<file path="src/rtl/sio_flag_ctrl.sv">
module sio_flag_ctrl #(
  parameter int DW = 8
) (
  input  logic          clk,
  input  logic          rst_n,
  input  logic          bus_wr,
  input  logic          bus_rd,
  input  logic [1:0]    bus_sel,
  input  logic [DW-1:0] bus_wdata,
  output logic [DW-1:0] bus_rdata,
  output logic [DW-1:0] tx_data,
  output logic          tx_irq,
  input  logic          tx_irq_clr,
  input  logic          tx_load,
  input  logic          tx_done,
  input  logic          rx_xfer,
  input  logic [DW-1:0] rx_data,
  input  logic          rx_perr,
  input  logic          rx_ferr
);
  localparam int TOP = DW - 1;

  logic [DW-1:0] ctrl_q, rx_q, tx_q;
  logic [6:0]    st_q, st_d;
  logic          irq_q;

  wire port_on = ctrl_q[TOP];
  wire uart    = ~ctrl_q[1];
  wire char7   = ctrl_q[2];
  wire wr_dat  = bus_wr && bus_sel == 2'd0;
  wire wr_sts  = bus_wr && bus_sel == 2'd1;
  wire wr_ctl  = bus_wr && bus_sel == 2'd2;
  wire rd_dat  = bus_rd && bus_sel == 2'd0;
  wire tx_rise = wr_ctl && bus_wdata[TOP] && bus_wdata[0] && !(ctrl_q[TOP] && ctrl_q[0]);
  wire ovr     = rx_xfer && st_q[1] && !rd_dat;

  always_comb begin
    st_d = st_q;
    if (port_on) begin
      if (tx_load) st_d[0] = 1'b1;
      if (tx_done) st_d[2] = 1'b1;
      if (rd_dat)  st_d[1] = 1'b0;
      if (wr_sts)  st_d[6:3] = 4'b0;
      if (rx_xfer) begin
        st_d[1] = 1'b1;
        if (ovr)             st_d[3] = 1'b1;
        if (uart && rx_perr) st_d[4] = 1'b1;
        if (uart && rx_ferr) st_d[5] = 1'b1;
        if (uart && (ovr || rx_perr || rx_ferr)) st_d[6] = 1'b1;
      end
      if (wr_dat) begin
        st_d[0] = 1'b0;
        st_d[2] = 1'b0;
      end
    end
    if (wr_ctl && !bus_wdata[TOP]) st_d = '0;
    else if (tx_rise) begin
      st_d[0] = 1'b1;
      st_d[2] = 1'b1;
    end
  end

  always_ff @(posedge clk or negedge rst_n) begin
    if (!rst_n) begin
      ctrl_q <= '0;
      rx_q   <= '0;
      tx_q   <= '0;
      st_q   <= '0;
      irq_q  <= 1'b0;
    end else begin
      st_q <= st_d;
      if (wr_ctl) ctrl_q <= bus_wdata;
      if (wr_dat) tx_q <= bus_wdata;
      if (rx_xfer && port_on) rx_q <= rx_data;
      if (tx_rise) irq_q <= 1'b1;
      else if (tx_irq_clr) irq_q <= 1'b0;
    end
  end

  wire [DW-1:0] rx_view = char7 ? {1'b0, rx_q[TOP-1:0]} : rx_q;
  wire [6:0]    st_view = {st_q[6:4] & {3{uart}}, st_q[3:0]};

  always_comb begin
    case (bus_sel)
      2'd0:    bus_rdata = rx_view;
      2'd1:    bus_rdata = DW'(st_view);
      2'd2:    bus_rdata = ctrl_q;
      default: bus_rdata = '0;
    endcase
  end

  assign tx_data = tx_q;
  assign tx_irq  = irq_q;
endmodule

</file>
<file path="config.mk">
export PLATFORM = sky130hd
export DESIGN_NAME = sio_flag_ctrl
export DESIGN_NICKNAME = d
export VERILOG_FILES = /design/src/rtl/sio_flag_ctrl.sv
export SDC_FILE = /design/constraint.sdc
export NUM_CORES = 1
export LEC_CHECK = 0
export ABC_CLOCK_PERIOD_IN_PS = 2300
export CORE_MARGIN = 10
export CORE_UTILIZATION = 49
export CTS_BUF_LIST = sky130_fd_sc_hd__clkbuf_16
export DETAILED_ROUTE_END_ITERATION = 6
export PLACE_DENSITY = 0.84
export SYNTH_ARGS = -nofsm -noshare
export SYNTH_HDL_FRONTEND = slang
export SYNTH_SLANG_ARGS = --single-unit
</file>
<file path="constraint.sdc">
create_clock -name clk -period 2.3 [get_ports clk]
set_clock_uncertainty 0.15 [all_clocks]
set_input_delay 0.23 -clock clk [delete_from_list [all_inputs] [get_ports clk]]
set_output_delay 0.23 -clock clk [all_outputs]
set_load 0.02 [all_outputs]
</file>
==> out/metrics.yaml <==
tns_ns: 0
seq_area_frac_synth_pct: 53.4
postPlaceCellArea_sq_um: 2000
fin_crit_ns: 2.18
grt_pass1_wl_microns: 6180
setup_violations: 0
drt_iter0_drc: 203
clk_pin_slew_ns: 0.05
wl_met2_microns: 1810
power_density_nw_per_um2: 883
synth_warnings: 0
final_area_sq_um: 2140
synth_edf_count: 0
maxCapViolations: 0
die_w_microns: 75.3
cp.required_ns: 1.92
top_layer: "met4"
diodes: 0
synth-seq-cells: 32
cp_cell_sequence: "clkdlybuf4s50_1, nor2b_1, buf_4, nand2_1, o21ai_0, clkdlybuf4s50_1"
fillers: 213
die_area_sq_um: 5670
synthTopCellsByArea: "dfrtp_1 53%, mux2_2 18%, o21ai_0 3.0%"
hold_buffers: 0
vias_per_cell: 5.67
hpwl_microns: 2790
ios: 45
syn_nets: 152
async_flop_share_pct: 100
yosysUniqueCellTypes: 25
synth_xor_area_share_pct: 0
yosys-top-cells-count: "32 x dfrtp_1, 24 x mux2_2, 10 x nand2_1"
cp_slowest_cell: "clkdlybuf4s50_1"
drt-total-wl_microns: 3870
cpMostUsedCell: "clkdlybuf4s50_1"
synthDominantCellAreaShare_pct: 53.4
grt_overflow: 0
antenna_left: 0
num_vias: 1191
maxSlewViolCount: 0
cts_buffers: 5
fmax_mhz: 458
rsz0062_at_grt: "no"
slew_headroom_pct: 67.7
initial_utilization_pct: 50.0
synth_top_area_cell: "dfrtp_1"
syn2layout_area_growth_pct: 43.0
globalplace.congestion: 0.809
syn_avg_cell_area_sq_um: 12.1
postCtsSetupRepairBufs: 0
synth_compound_area_share_pct: 10.4
synthAdderAreaFrac_pct: 0
synth-simple-area-share_pct: 12.7
h-tree-depth: 2
critPathLaunchType: "primary input"
dr.pass1.iters: 4
remaining_drc_errors: 0
syn_area_sq_um: 1500
p_leak_uw: 0.000965
worstPathArrival_ns: 1.80
final_layout_size_suffix_gt1_share_pct: 22.6
wl_met3_microns: 452
num_rows: 20
grt_pass1_vias: 1249
syn_inst: 124
fin_nets: 205
synth.most_common_cell: "dfrtp_1"
crit_type: "primary input to output port"
worst_pin_slew_ns: 0.483
wl_per_cell_microns: 18.4
finalHoldViolations: 0
die_h_microns: 75.3
grt_max_degree: 33
cts_buffer_depth: 2
core_area_sq_um: 3000
cts_tree: "done"
final_core_util_pct: 71.4
cts_num_sinks: 32
vdd_drop_max_mv: 0.664
met1_length_microns: 1570
synth_top_family_by_area: "multiplexers"
antenna_found_initial: 0
hp-class: "primary input to asynchronous set/reset pin"
synth_ff_type: "dfrtp_1"
status: "finished, final reports clean"
critPathMaxFanout: 8
p_total_uw: 1890
cts_root_buffer: "clkbuf_16"
cp-end-kind: "output port"
period_share_pct: 94.9
crit_path_max_incr_delay_ns: 0.63
grt_usage_pct: 14.7
synthMuxAreaShare_pct: 20.7
io_buffers: 44
clk_latency_ns: 0.27
[sequential cells by signal, summed over array words and instances, names as in the netlist]
register / flops
tx_data: 8
st_q: 7
ctrl_q: 8
rx_q: 8
tx_irq: 1
[final timing paths]
| check | end | slack [ns] | start | cells past startpoint |
|---|---|---|---|---|
| max in group asynchronous | tx_data[6] | 1.50 | rst_n | 2 |
| worst min register to register | rx_q[5] | 0.35 | rx_q[5] | 1 |
| worst max-delay path | bus_rdata[2] | 0.12 | bus_sel[0] | 6 |
| worst max register to register | st_q[4] | 0.63 | ctrl_q[7] | 3 |
| worst min-delay path | st_q[4] | 0.21 | rst_n | 2 |
| min in group clk | rx_q[5] | 0.35 | rx_q[5] | 1 |
[stage by stage]
stage / setup WS [ns] / hold WS [ns] / cells
6_report: 0.117 / 0.210 / 210
5_1_grt: 0.00569 / 0.241 / 210
4_1_cts: 0.00390 / 0.226 / 210
3_5_place_dp: 0.0334 / 0.341 / 203
3_3_place_gp: 0.0358 / 0.340 / 203
2_1_floorplan: 0.731 / -0.216 / 124
[logic make-up (layout without fill, tap and decap cells)]
group                  after synthesis  in the layout
DFF                                 32             32
AOI/OAI and AO/OA                   24             24
buffers and inverters                8             61
and+or+nand+nor                     32             32
muxes                               28             28
[placed cells by master (no fill, tap or decap)]
cell | netlist | final
a211o_1 | 2 | 2
a21oi_1 | 4 | 4
a221oi_1 | 2 | 2
a22o_1 | 3 | 3
a22oi_1 | 1 | 1
a31oi_1 | 2 | 2
a32o_1 | 1 | 1
and3b_1 | 1 | 1
and4bb_2 | 1 | 1
buf_4 | 0 | 7
clkbuf_16 | 0 | 5
clkdlybuf4s50_1 | 0 | 39
clkinv_1 | 0 | 2
dfrtp_1 | 32 | 32
dlygate4sd2_1 | 0 | 1
dlymetal6s2s_1 | 0 | 4
inv_1 | 3 | 3
mux2_2 | 24 | 24
mux2i_1 | 4 | 4
nand2_1 | 10 | 10
nand2b_1 | 5 | 5
nand3b_4 | 1 | 1
nor2_1 | 5 | 5
nor2_2 | 1 | 1
nor2b_1 | 5 | 5
nor3_1 | 1 | 1
nor3b_1 | 1 | 1
o21ai_0 | 9 | 9
or3b_4 | 1 | 1
[metal layers]
| metal | vias to the layer above | GRT usage, % |
|---|---|---|
| met4 | 0 | 4.95 |
| met1 | 574 | 17.6 |
| met3 | 5 | 7.42 |
| li1 | 546 | - |
| met2 | 66 | 22.4 |
| met5 | - | 0 |
[where the power goes]
group / internal, uW / switching (uW) / total [uW]
clock network: 386 / 218 / 604
logic: 280 / 218 / 498
registers: 699 / 92.0 / 791
[timing repair]
action                                  4_1_cts  5_1_grt
endpoints found under the setup margin        1        4
gates resized for setup                       1        4
pin swaps                                     0        0
[area by class of cell]
cell class / count / area [sq um] / area share (%)
clock inverters: 2 / 7.51 / 0.350
repair buffers: 51 / 502 / 23.4
well taps: 33 / 41.3 / 1.93
multi-input cells: 84 / 657 / 30.6
clock buffers: 5 / 125 / 5.83
flip-flops and latches: 32 / 801 / 37.3
inverters: 3 / 11.3 / 0.525
[critical path: cells and delay by family]
kind	cells	cell delay [ns]
AO/OA/AOI/OAI	1	0.08
buffers and inverters	3	1.28
AND/OR/NAND/NOR	2	0.21
Note: power is estimated with default switching activity, not from simulation.
